--- src/rtl/tm_pkg.sv ---
package tm_pkg;
  localparam int CHIP_W       = 4;
  localparam int TID_W        = 7;
  localparam int PID_W        = 12;
  localparam int PID_CHIP_LSB = 8;
  localparam int HCAM_W       = 15;
  localparam int NUM_RINGS    = 4;

  typedef enum logic [1:0] {
    RING_USER = 2'd0,
    RING_OS   = 2'd1,
    RING_POOL = 2'd2,
    RING_PHYS = 2'd3
  } ring_e;

  // Hardwired line: two layouts selected by the grouping option
  function automatic logic [HCAM_W-1:0] hw_line(input logic grp,
                                                input logic [CHIP_W-1:0] chip,
                                                input logic [TID_W-1:0] tid);
    if (grp) return {3'b000, 1'b1, chip, tid};
    else     return {chip, 3'b000, 1'b1, tid};
  endfunction
endpackage

--- src/rtl/tm_cam_gen.sv ---
module tm_cam_gen
  import tm_pkg::*;
#(
  parameter int BLK_W = 4,
  parameter int IDX_W = 19,
  localparam int VCAM_W = BLK_W + IDX_W
) (
  input  logic              grp_en,
  input  logic [PID_W-1:0]  pid,
  input  logic [BLK_W-1:0]  blk,
  input  logic [IDX_W-1:0]  idx,
  output logic [VCAM_W-1:0] vline,
  output logic [HCAM_W-1:0] hline_self,
  output logic [HCAM_W-1:0] hline_req
);
  logic [CHIP_W-1:0] self_chip;
  logic [TID_W-1:0]  self_tid;

  always_comb begin
    self_chip  = pid[PID_CHIP_LSB +: CHIP_W];
    self_tid   = pid[TID_W-1:0];
    vline      = {blk, idx};
    hline_self = hw_line(grp_en, self_chip, self_tid);
    hline_req  = hw_line(grp_en, blk[CHIP_W-1:0], idx[TID_W-1:0]);
  end
endmodule

--- src/rtl/tm_ring_eval.sv ---
module tm_ring_eval
  import tm_pkg::*;
#(
  parameter int VCAM_W = 23,
  parameter int LS_W   = 31
) (
  input  logic [HCAM_W-1:0]    hline_self,
  input  logic [HCAM_W-1:0]    hline_req,
  input  logic [VCAM_W-1:0]    vline,
  input  logic [LS_W-1:0]      ls,
  input  logic                 phys_vld,
  input  logic                 pool_vld,
  input  logic [VCAM_W-1:0]    pool_cam,
  input  logic                 os_vld,
  input  logic [VCAM_W-1:0]    os_cam,
  input  logic                 user_vld,
  input  logic [LS_W-1:0]      user_ls,
  output logic [NUM_RINGS-1:0] ring_hit
);
  logic os_hit;

  always_comb begin
    os_hit              = os_vld && (os_cam == vline);
    ring_hit[RING_PHYS] = phys_vld && (hline_self == hline_req);
    ring_hit[RING_POOL] = pool_vld && (pool_cam == vline);
    ring_hit[RING_OS]   = os_hit;
    ring_hit[RING_USER] = os_hit && user_vld && (user_ls == ls);
  end
endmodule

--- src/rtl/tm_prio_sel.sv ---
module tm_prio_sel
  import tm_pkg::*;
(
  input  logic                 fmt,
  input  logic                 ign,
  input  logic [NUM_RINGS-1:0] ring_hit,
  output logic                 hit,
  output ring_e                ring,
  output logic                 unsup
);
  always_comb begin
    hit   = 1'b0;
    ring  = RING_USER;
    unsup = 1'b0;
    if (!fmt && ign) begin
      unsup = 1'b1;
    end else if (fmt) begin
      hit = ring_hit[RING_USER];
    end else begin
      // ascending walk: the last (highest) hit wins
      for (int i = 1; i < NUM_RINGS; i++) begin
        if (ring_hit[i]) begin
          hit  = 1'b1;
          ring = ring_e'(i[1:0]);
        end
      end
    end
  end
endmodule

--- src/rtl/thread_ring_match.sv ---
module thread_ring_match
  import tm_pkg::*;
#(
  parameter int BLK_W = 4,
  parameter int IDX_W = 19,
  parameter int LS_W  = 31,
  localparam int VCAM_W = BLK_W + IDX_W
) (
  input  logic              clk,
  input  logic              rst_n,
  input  logic              grp_en_i,
  input  logic [PID_W-1:0]  pid_i,
  input  logic              fmt_i,
  input  logic              ign_i,
  input  logic [BLK_W-1:0]  blk_i,
  input  logic [IDX_W-1:0]  idx_i,
  input  logic [LS_W-1:0]   ls_i,
  input  logic              phys_vld_i,
  input  logic              pool_vld_i,
  input  logic [VCAM_W-1:0] pool_cam_i,
  input  logic              os_vld_i,
  input  logic [VCAM_W-1:0] os_cam_i,
  input  logic              user_vld_i,
  input  logic [LS_W-1:0]   user_ls_i,
  output logic              hit_o,
  output logic [1:0]        ring_o,
  output logic              unsup_o
);
  // reset: asserted asynchronously, released through two flops
  logic [1:0] rst_sync_q;
  logic       rst_int_n;

  always_ff @(posedge clk or negedge rst_n) begin
    if (!rst_n) rst_sync_q <= 2'b00;
    else        rst_sync_q <= {rst_sync_q[0], 1'b1};
  end
  assign rst_int_n = rst_sync_q[1];

  // one-shot capture of the processor ID
  logic             cap_q, cap_d, cap_en;
  logic [PID_W-1:0] pid_q, pid_d;

  always_comb begin
    cap_en = !cap_q;
    cap_d  = 1'b1;
    pid_d  = pid_i;
  end

  always_ff @(posedge clk or negedge rst_int_n) begin
    if (!rst_int_n) begin
      cap_q <= 1'b0;
      pid_q <= '0;
    end else if (cap_en) begin
      cap_q <= cap_d;
      pid_q <= pid_d;
    end
  end

  logic [VCAM_W-1:0]    vline;
  logic [HCAM_W-1:0]    hline_self, hline_req;
  logic [NUM_RINGS-1:0] ring_hit;
  ring_e                ring_sel;
  logic                 unused_pid_bit;

  assign unused_pid_bit = pid_q[7];

  tm_cam_gen #(.BLK_W(BLK_W), .IDX_W(IDX_W)) u_cam (
    .grp_en     (grp_en_i),
    .pid        (pid_q),
    .blk        (blk_i),
    .idx        (idx_i),
    .vline      (vline),
    .hline_self (hline_self),
    .hline_req  (hline_req)
  );

  tm_ring_eval #(.VCAM_W(VCAM_W), .LS_W(LS_W)) u_eval (
    .hline_self (hline_self),
    .hline_req  (hline_req),
    .vline      (vline),
    .ls         (ls_i),
    .phys_vld   (phys_vld_i),
    .pool_vld   (pool_vld_i),
    .pool_cam   (pool_cam_i),
    .os_vld     (os_vld_i),
    .os_cam     (os_cam_i),
    .user_vld   (user_vld_i),
    .user_ls    (user_ls_i),
    .ring_hit   (ring_hit)
  );

  tm_prio_sel u_sel (
    .fmt      (fmt_i),
    .ign      (ign_i),
    .ring_hit (ring_hit),
    .hit      (hit_o),
    .ring     (ring_sel),
    .unsup    (unsup_o)
  );

  assign ring_o = ring_sel;
endmodule

--- config.mk ---
export PLATFORM = sky130hd
export DESIGN_NAME = thread_ring_match
export DESIGN_NICKNAME = d
export VERILOG_FILES = /design/src/rtl/tm_pkg.sv /design/src/rtl/tm_cam_gen.sv /design/src/rtl/tm_ring_eval.sv /design/src/rtl/tm_prio_sel.sv /design/src/rtl/thread_ring_match.sv
export SDC_FILE = /design/constraint.sdc
export NUM_CORES = 1
export LEC_CHECK = 0
export BUFFER_PORTS_ARGS = -buffer_cell sky130_fd_sc_hd__buf_2
export CELL_PAD_IN_SITES_DETAIL_PLACEMENT = 1
export CELL_PAD_IN_SITES_GLOBAL_PLACEMENT = 1
export CORE_ASPECT_RATIO = 1.75
export CORE_MARGIN = 1
export CORE_UTILIZATION = 25
export DETAILED_ROUTE_END_ITERATION = 8
export GPL_TIMING_DRIVEN = 1
export HOLD_SLACK_MARGIN = 0.12
export PLACE_DENSITY = 0.85
export SYNTH_ARGS = -nofsm -noshare
export SYNTH_HDL_FRONTEND = slang
export SYNTH_SLANG_ARGS = --single-unit
--- constraint.sdc ---
create_clock -name clk -period 3.77 [get_ports clk]
set_clock_uncertainty 0.05 [all_clocks]
set_input_delay 0 -clock clk [delete_from_list [all_inputs] [get_ports clk]]
set_output_delay 0 -clock clk [all_outputs]
set_load 0.05 [all_outputs]
==> flow_summary_export.csv, run 1 <==
group,metric,value,unit
timing,period_share,53.7,%
setup_path,critPathKind,"input pin to output port",
yosys,synth_xor_area_share,48.2,%
route,drcViolationCount,0,
power_and_ir_drop,p_leak,0.00123,uW
timing,relSlewSlack,63.7,%
clock_network,clock_sinks,14,
setup_path,crit_path_end_kind,"output port",
power_and_ir_drop,p_sw_share,28.6,%
floorplan,dieArea,6440,um2
timing,worstMarginPinSlew,540,ps
global_route,grt_pass1_wl,8.96,mm
clock_network,cts_hold_buffers,13,
clock_network,clk_pin_slew,50,ps
clock_network,ctsHtreeMaxLevel,1,
route,wl_per_cell,15.9,um
clock_network,cts_made_buffers,3,
power_and_ir_drop,switchingPower,157,uW
run_status,outcome,"completed",
power_and_ir_drop,vdd_drop_max,0.181,mV
setup_path,required,3720,ps
timing,tns,0,ps
placed_design,dp_hpwl,5.91,mm
clock_network,tritoncts,"built",
yosys,synth-simple-area-share,14.9,%
power_and_ir_drop,pwr_density_cell,213,nW/um2
setup_path,regToRegSetupSlack,2600,ps
yosys,netlist_area,1530,um2
floorplan,core,5880,um2
placed_design,portBuffers,153,
power_and_ir_drop,pwr-share-comb,41.6,%
placed_design,place.gp.congestion,0.854,
yosys,ys_warn_count,0,
timing,hold_viol_final,0,
clock_network,post_cts_buffers,0,
final_layout,final_nets,481,
timing,setup_viol,0,
final_layout,diodes,0,
yosys,yosys.area_share.adder,0,%
placed_design,pre_cts_ws,1790,ps
yosys,synth_top_family_by_area,"XOR/XNOR gates",
yosys,synthCells,158,
timing,rsz0062_at_grt,"false",
setup_path,critPathArrivalTime,1970,ps
setup_path,path_max_fanout,2,
global_route,grt_overflow_total,0,
route,dr_total_vias,1840,
timing,finalMaxSlewViolations,0,
route,vias_per_cell,4.53,
floorplan,die_w,61.1,um
yosys,ys_ff_latch,14,
final_layout,area_growth,68.6,%
hold_path,hp-class,"flip-flop to asynchronous set/reset pin",
clock_network,clockBufferDepth,2,
clock_network,cts_resized,0,
global_route,grt_max_degree,13,
yosys,syn_avg_cell_area,9.67,um2
run,maxCapViolCount,0,
final_layout,nFillCells,748,
timing,min_period,2020,ps
power_and_ir_drop,seqPwrFrac,32.3,%
floorplan,start_util,26.0,%
yosys,yosysSeqAreaShare,22.9,%
route,first_iter_violations,22,
route,wl,6.46,mm
placed_design,dp_cells,389,
route,drt_first_pass_iters,4,
floorplan,io_pins,156,
yosys,synth.mux.area_fraction,8.11,%
setup_path,start_kind,"input pin",
timing,fmax,494,MHz
power_and_ir_drop,p_int,391,uW
clock_network,clk_latency,240,ps
final_layout,drive_gt1_share,52.4,%
timing,fin_ws,1750,ps
floorplan,die_h,105,um
final_layout,instances_no_fill,406,
clock_network,cts_root_buffer,"clkbuf_8",
floorplan,rows,37,
global_route,first_global_vias,1997,
power_and_ir_drop,pwr-share-clk,26.1,%
yosys,ys_types,24,
route,detail-route-antenna-nets,0,
global_route,grt_usage,19.2,%
yosys,synth_compound_gate_area_share,4.91,%
global_route,antenna_found_initial,2,
-- critical path: stages --
cell and delay (ps):
buf_2 120, xnor2_1 310, nand4_1 130, nor4_1 530, o311ai_0 260, a21oi_1 290, buf_2 320
-- path summary, 6_finish.rpt --
check | cells after the start | start | endpoint
worst max-delay path | 7 | idx_i[13] | ring_o[0]
max in group asynchronous | 3 | rst_n | rst_sync_q[0]
min in group clk | 0 | rst_sync_q[0] | rst_sync_q[1]
worst min-delay path | 0 | rst_sync_q[1] | pid_q[11]
worst min register to register | 0 | rst_sync_q[1] | pid_q[11]
worst max register to register | 1 | cap_q | pid_q[4]
-- final cells by class --
| class | instances | area (um2) | area share [%] |
|---|---|---|---|
| clock buffers | 4 | 55.1 | 2.14 |
| flip-flops and latches | 14 | 350 | 13.6 |
| well taps | 78 | 97.6 | 3.79 |
| multi-input cells | 142 | 1170 | 45.4 |
| repair buffers | 166 | 896 | 34.8 |
| inverters | 2 | 7.51 | 0.291 |
-- flip-flops by register name, indices dropped and copies added, names as in the netlist --
register    cells
pid_q          11
rst_sync_q      2
cap_q           1
-- synth_stat cells, drive strengths merged --
| cell | instances | area share [%] |
|---|---|---|
| xnor2 | 43 | 25 |
| or4b | 1 | 0.66 |
| a21oi | 1 | 0.33 |
| or3 | 1 | 0.41 |
| conb | 1 | 0.25 |
| mux2 | 11 | 8.1 |
| a32o | 1 | 0.74 |
| inv | 2 | 0.49 |
| nor2 | 2 | 0.49 |
| a2111o | 1 | 0.74 |
| xor2 | 41 | 24 |
| clkbuf | 1 | 0.25 |
| dfrtp | 14 | 23 |
| a2111oi | 1 | 0.98 |
| and2b | 1 | 0.57 |
| nor2b | 4 | 1.6 |
| o221ai | 1 | 0.57 |
| nor4 | 11 | 4.5 |
| or2 | 1 | 0.41 |
| o311ai | 1 | 0.57 |
| and2 | 1 | 0.41 |
| o31ai | 2 | 0.98 |
| nand2 | 2 | 0.49 |
| nand4 | 13 | 5.3 |
-- power groups by stage --
stage,Combinational (uW),Sequential (uW),Clock (uW)
2_1_floorplan,103,175,0
3_3_place_gp,213,178,0
3_5_place_dp,220,180,0
4_1_cts,231,177,148
5_1_grt,250,179,154
6_report,228,177,143
-- metal layers --
metal / routed length (um) / vias up / GRT usage [%] / share of wire, %
li1: - / 891 / - / -
met1: 1910 / 814 / 14.7 / 30
met3: 764 / 19 / 6.38 / 12
met5: 10 / - / 0 / 0.15
met4: 223 / 2 / 7.47 / 3.5
met2: 3550 / 114 / 39.2 / 55
-- per-stage QoR --
| step | area [um2] | power (uW) | hold WS (ps) | util (%) |
|---|---|---|---|---|
| after floorplan | 1530 | 277 | -346 | - |
| after global placement | 2390 | 391 | -263 | 40.7 |
| after detailed placement | 2390 | 400 | -262 | 40.7 |
| after CTS | 2580 | 557 | 157 | 43.8 |
| after global routing | 2580 | 583 | 181 | 43.8 |
| final | 2580 | 548 | 141 | 43.8 |
-- cell usage in the layout, fill, tap and decap left out, types with 2 or more instances in the layout --
cell,synthesis,layout
inv_1,2,2
mux2_2,11,11
dlygate4sd3_1,0,13
buf_2,0,153
dfrtp_1,14,14
nor2_1,2,2
nand2_1,2,2
xor2_1,41,41
clkbuf_8,0,4
nand4_1,13,13
o31ai_1,2,2
nor4_1,11,11
conb_1,1,2
nor2b_1,4,4
xnor2_1,43,43
-- logic make-up (layout without fill, tap and decap cells) --
group,count (synthesis),count (layout)
AO/OA/AOI/OAI,8,8
XOR/XNOR,84,84
buffers and inverters,3,172
flip-flops,14,14
multiplexers,11,11
other,1,2
AND/OR/NAND/NOR,37,37
Note: power is estimated with default switching activity, not from simulation.
==> inputs of run 2 (changes only) <==
Settings changed: ABC_AREA from default to 1, CORE_UTILIZATION 25 to 22, PLACE_DENSITY 0.85 to 0.77.
Clock period 3.77 ns to 1.8 ns, I/O delays scaled along.
==> run 2 against run 1 <==
  * Flip-flop and latch count unchanged
  * Sequential power increased by 110%
  * Via count increased by 80%
  * Combinational power increased to 2.6 times the previous value
  * First-iteration DRC count increased by 36%
  * Area after synthesis increased by 48%
  * Non-clock buffer count unchanged
  * Die area increased by 66%
==> flow_summary_export.csv, run 2 <==
group,metric,value,unit
run_status,outcome,"completed",
yosys,ys_ff_latch,14,
route,wl,9.63,mm
final_layout,area_growth,51.0,%
global_route,grt_max_degree,15,
timing,finalMaxSlewViolations,0,
floorplan,dieArea,10700,um2
global_route,grt_overflow_total,0,
clock_network,cts_made_buffers,3,
setup_path,regToRegSetupSlack,550,ps
final_layout,multi_input_area,1450,um2
setup_path,crit_path_end_kind,"output port",
yosys,synth_commonest_cells,"nand2_1, inv_1, nor2_1",
yosys,ys.flop_type,"dfrtp_1",
yosys,synth_edf_count,0,
global_route,antenna_found_initial,0,
yosys,yosys.area_share.adder,0,%
yosys,async_flop_share,100,%
clock_network,post_cts_buffers,0,
final_layout,diodes,0,
floorplan,die_w,78.5,um
final_layout,layout_commonest_cell,"nand2_1",
yosys,syn_avg_cell_area,4.66,um2
placed_design,dp_hpwl,8.52,mm
clock_network,ctsHtreeMaxLevel,1,
floorplan,io_pins,156,
timing,worstMarginPinSlew,523,ps
hold_path,hp-class,"flip-flop to asynchronous set/reset pin",
power_and_ir_drop,p_leak,0.00234,uW
yosys,synthCells,484,
timing,min_period,1690,ps
floorplan,core,9910,um2
clock_network,clk_latency,250,ps
setup_path,r2r_end,"pid_q[6]",
global_route,grt_usage,18.0,%
final_layout,largest_reg_flops,11,
clock_network,cts_root_buffer,"clkbuf_16",
final_layout,drive_gt1_share,28.3,%
final_layout,final_cell_mix,"nand2_1, buf_2, inv_1, nor2_1",
yosys,netlist_area,2260,um2
global_route,first_global_vias,3600,
yosys,synth_top_area_share,39.1,%
floorplan,rows,48,
power_and_ir_drop,vdd_drop_max,0.623,mV
route,drt_first_pass_iters,4,
route,dr_total_vias,3318,
timing,setup_viol,0,
setup_path,r2r_cells,1,
timing,tns,0,ps
setup_path,required,1750,ps
yosys,synth_area_leaders,"nand2_1, inv_1, dfrtp_1",
setup_path,r2r_start,"cap_q",
setup_path,path_max_fanout,2,
clock_network,tritoncts,"built",
setup_path,cpMaxStageDelayCell,"dfrtp_1",
setup_path,start_kind,"flip-flop",
setup_path,critPathKind,"flip-flop to output port",
yosys,synth.mux.area_fraction,3.99,%
route,detail-route-antenna-nets,0,
route,vias_per_cell,4.26,
floorplan,die_h,136,um
timing,fmax,591,MHz
route,wl_per_cell,12.4,um
global_route,grt_pass1_wl,15.0,mm
power_and_ir_drop,pwr_density_cell,408,nW/um2
placed_design,portBuffers,153,
setup_path,slowest_delay,390,ps
timing,rsz0062_at_grt,"false",
timing,hold_viol_final,0,
yosys,synth_area_leader_cell,"nand2_1",
yosys,synth-simple-area-share,52.9,%
yosys,synth_most_common_cell,"nand2_1",
setup_path,critPathArrivalTime,1640,ps
clock_network,clock_sinks,14,
clock_network,clockBufferDepth,2,
route,first_iter_violations,30,
yosys,synth_xor_area_share,1.94,%
setup_path,critical_path.top_delay_family,"flip-flops",
yosys,ys_warn_count,0,
yosys,synth_top_family_by_area,"simple AND/OR/NAND/NOR gates",
final_layout,largestRegisters,"pid_q (11), rst_sync_q (2), cap_q (1)",
clock_network,clk_pin_slew,40,ps
placed_design,place.gp.congestion,0.826,
run,maxCapViolCount,0,
timing,relSlewSlack,65.1,%
setup_path,cp_num_buf_inv,1,
final_layout,final_nets,807,
route,drcViolationCount,0,
final_layout,regMostFlops,"pid_q",
timing,period_share,93.9,%
final_layout,ff_latch_area,350,um2
power_and_ir_drop,total_power,1390,uW
yosys,synth_compound_gate_area_share,4.66,%
final_layout,nFillCells,1425,
yosys,yosysSeqAreaShare,15.5,%
floorplan,start_util,22.8,%
setup_path,worstPathCellList,"xnor2_1 > nand2_1 > nor2_1 > nand3_2 > a21oi_1 > buf_2",
yosys,ys_types,18,
[run 2: what timing repair did]
item / in CTS / in global routing
resized for setup: 3 / 4
hold endpoints to repair: 13 / 0
endpoints found under the setup margin: 2 / 1
hold buffers: 13 / 0
[run 2: cell type report]
type	instances	share of cell area (%)
Inverter	124	13.7
Tap cell	125	4.59
Clock buffer	3	2.20
Multi-Input combinational cell	346	42.7
Sequential cell	14	10.3
Timing Repair Buffer	166	26.6
[run 2: logic make-up after synthesis]
kind of cell           Yosys count
AND/OR/NAND/NOR                310
flip-flops                      14
multiplexers                     8
buffers and inverters          125
AO/OA/AOI/OAI                   21
XOR/XNOR                         5
other                            1
[run 2: worst max-delay path by stage]
stage                     startpoint   endpoint  slack [ps]  cells after the start
after global placement      pid_q[0]      hit_o         240                      9
final                      pid_q[11]  ring_o[0]         110                      6
after global routing       pid_q[11]      hit_o          10                     10
after floorplan             pid_q[0]  ring_o[0]         190                      4
after detailed placement    pid_q[1]      hit_o         210                     11
after CTS                   pid_q[1]      hit_o          90                     11
[run 2: power by group]
group / internal (uW) / switching, uW
registers: 343 / 28.7
clock network: 291 / 129
logic: 279 / 317
total: 913 / 475
[run 2: layer usage]
layer  GRT usage, %  vias up  wire length (um)
li1               -     1702                 -
met1           14.0     1449              2980
met2           38.7      141              5420
met3           3.56       26               773
met4           9.98        0               459
met5              0        -                 0
[run 2: through the flow]
stage,setup WS [ps],utilization (%),instances,instance area [um2],hold WS [ps]
3_5_place_dp,207,32.1,762,3180,-263
4_1_cts,85.6,34.2,778,3390,176
3_3_place_gp,239,32.1,762,3180,-264
2_1_floorplan,192,-,485,2260,-346
5_1_grt,10.2,34.4,778,3410,212
6_report,109,34.4,778,3410,160
==> inputs of run 3 (changes only) <==
Settings changed: CORE_UTILIZATION 22 to 24, SYNTH_HIERARCHICAL from default to 1.
==> run 3 against run 2 <==
  * Largest power group unchanged
  * Highest routed layer unchanged
  * Wire length decreased by 2.9%
  * The flow now finishes with violations (setup timing)
  * Synthesized cell count is 1.7% higher
  * Utilization is 0.73 points lower
  * Largest cell class unchanged
==> flow_summary_export.csv, run 3 <==
group,metric,value,unit
route,detail-route-antenna-nets,0,
timing,period_share,101,%
power_and_ir_drop,total_power,1450,uW
power_and_ir_drop,pwr_density_cell,420,nW/um2
power_and_ir_drop,pwr-share-clk,31.8,%
route,drcViolationCount,0,
power_and_ir_drop,p_int,964,uW
clock_network,cts_root_buffer,"clkbuf_16",
route,first_iter_violations,40,
clock_network,clk_pin_slew,50,ps
final_layout,largest_reg_flops,11,
power_and_ir_drop,pwr-share-comb,42.7,%
route,wl_per_cell,12.4,um
placed_design,place.gp.congestion,0.806,
setup_path,path_max_fanout,3,
setup_path,start_kind,"flip-flop",
setup_path,worstPathCellList,"inv_2 > nor2_4 > xnor2_1 > nand2_1 > nor3_2 > nand3_1 > nor2_2 > inv_2 > nand2_2 > inv_2 > nor2_4 > buf_6",
final_layout,nFillCells,1449,
timing,tns,-22.0,ps
run,maxCapViolCount,0,
power_and_ir_drop,p_sw_share,33.4,%
route,drt_first_pass_iters,4,
global_route,first_global_vias,3455,
floorplan,rows,49,
route,wl,9.34,mm
final_layout,area_growth,36.5,%
route,vias_per_cell,4.27,
yosys,syn_avg_cell_area,5.13,um2
floorplan,dieArea,10900,um2
global_route,grt_overflow_total,0,
setup_path,cp_num_buf_inv,4,
clock_network,clk_latency,240,ps
placed_design,portBuffers,154,
power_and_ir_drop,switchingPower,483,uW
final_layout,drive_gt1_share,30.0,%
setup_path,crit_path_end_kind,"output port",
setup_path,required,1750,ps
hold_path,hp-class,"flip-flop to asynchronous set/reset pin",
final_layout,regMostFlops,"pid_q",
floorplan,start_util,24.6,%
timing,fin_ws,-11.3,ps
setup_path,critical_path.top_delay_family,"simple AND/OR/NAND/NOR gates",
clock_network,clockBufferDepth,2,
clock_network,ctsHtreeMaxLevel,1,
setup_path,cpMaxStageDelayCell,"dfrtp_1",
setup_path,slowest_delay,400,ps
global_route,antenna_found_initial,1,
final_layout,final_nets,777,
global_route,grt_pass1_wl,14.7,mm
route,dr_total_vias,3209,
timing,rsz0062_at_grt,"true",
power_and_ir_drop,p_leak,0.00220,uW
final_layout,final_cell_mix,"nand2_1, buf_2, inv_1, nor2_1, o21ai_0",
timing,fmax,552,MHz
final_layout,largestRegisters,"pid_q (11), rst_sync_q (2), cap_q (1)",
floorplan,die_h,138,um
setup_path,critPathKind,"flip-flop to output port",
yosys,ys_warn_count,6,
setup_path,critical_path.most_common_cell,"inv_2",
setup_path,worstSetupPathDepth,12,
setup_path,critPathArrivalTime,1760,ps
setup_path,r2r_cells,3,
timing,min_period,1810,ps
run_status,outcome,"finished with violations",
yosys,synthCells,492,
timing,finalMaxSlewViolations,0,
run_status,failed_checks,"setup timing",
floorplan,core,10200,um2
placed_design,dp_hpwl,8.43,mm
timing,setup_viol,2,
clock_network,cts_made_buffers,3,
clock_network,tritoncts,"built",
power_and_ir_drop,seqPwrFrac,25.4,%
floorplan,die_w,79.5,um
clock_network,clock_sinks,14,
power_and_ir_drop,vdd_drop_max,0.551,mV
final_layout,layout_commonest_cell,"nand2_1",
yosys,netlist_area,2520,um2
timing,hold_viol_final,0,
floorplan,io_pins,156,
global_route,grt_usage,17.4,%
global_route,grt_max_degree,16,
-- run 3: timing repair --
item                       4_1_cts  5_1_grt
pin swaps                        8        4
buffers inserted                 0        0
hold endpoints to repair        13        0
setup endpoints to repair        3        3
cloned                           0        0
gates resized for setup         16        8
hold buffers                    13        0
-- run 3: layout make-up --
cell class / count / area [um2] / area share (%)
diodes: 1 / 2.50 / 0.0726
multi-input cells: 325 / 1490 / 43.3
inverters: 113 / 424 / 12.3
flip-flops and latches: 14 / 350 / 10.2
clock buffers: 4 / 88.8 / 2.58
repair buffers: 168 / 927 / 26.9
well taps: 127 / 159 / 4.61
-- run 3: worst paths after layout --
path	startpoint	to	slack, ps
max	pid_q[11]	ring_o[1]	-10
min	rst_sync_q[1]	cap_q	140
max reg2reg	cap_q	pid_q[0]	720
min reg2reg	rst_sync_q[1]	cap_q	140
max in group asynchronous	rst_n	rst_sync_q[0]	1000
min in group clk	rst_sync_q[0]	rst_sync_q[1]	310
-- run 3: metal layers --
metal,routed length [um],up-vias,global-route usage (%),part of all wire [%]
met5,0,-,0,0
met4,314,0,7.58,3.4
met3,289,23,1.39,3.1
met2,5630,83,36.9,60
met1,3110,1456,15.8,33
li1,-,1647,-,-
-- run 3: stage by stage --
step                      area [um2]  worst slack, ps  cells  util, %  hold slack, ps
after global placement          3160             15.1    735     30.9            -264
after floorplan                 2530              181    493        -            -346
after global routing            3440             -140    752     33.6             196
final                           3440            -11.3    752     33.6             141
after detailed placement        3160             25.8    735     30.9            -262
after CTS                       3430            -87.4    752     33.5             163
-- run 3: worst register-to-register path, stage by stage, from the launching register on --
cell     delay [ps]
dfrtp_1         560
inv_2           180
nand2_1         110
nand2_1          70
-- run 3: power by group through the flow --
stage	Sequential (uW)	Clock (uW)	Combinational (uW)
2_1_floorplan	362	0	378
3_3_place_gp	370	0	562
3_5_place_dp	372	0	585
4_1_cts	368	472	624
5_1_grt	373	480	703
6_report	368	461	619
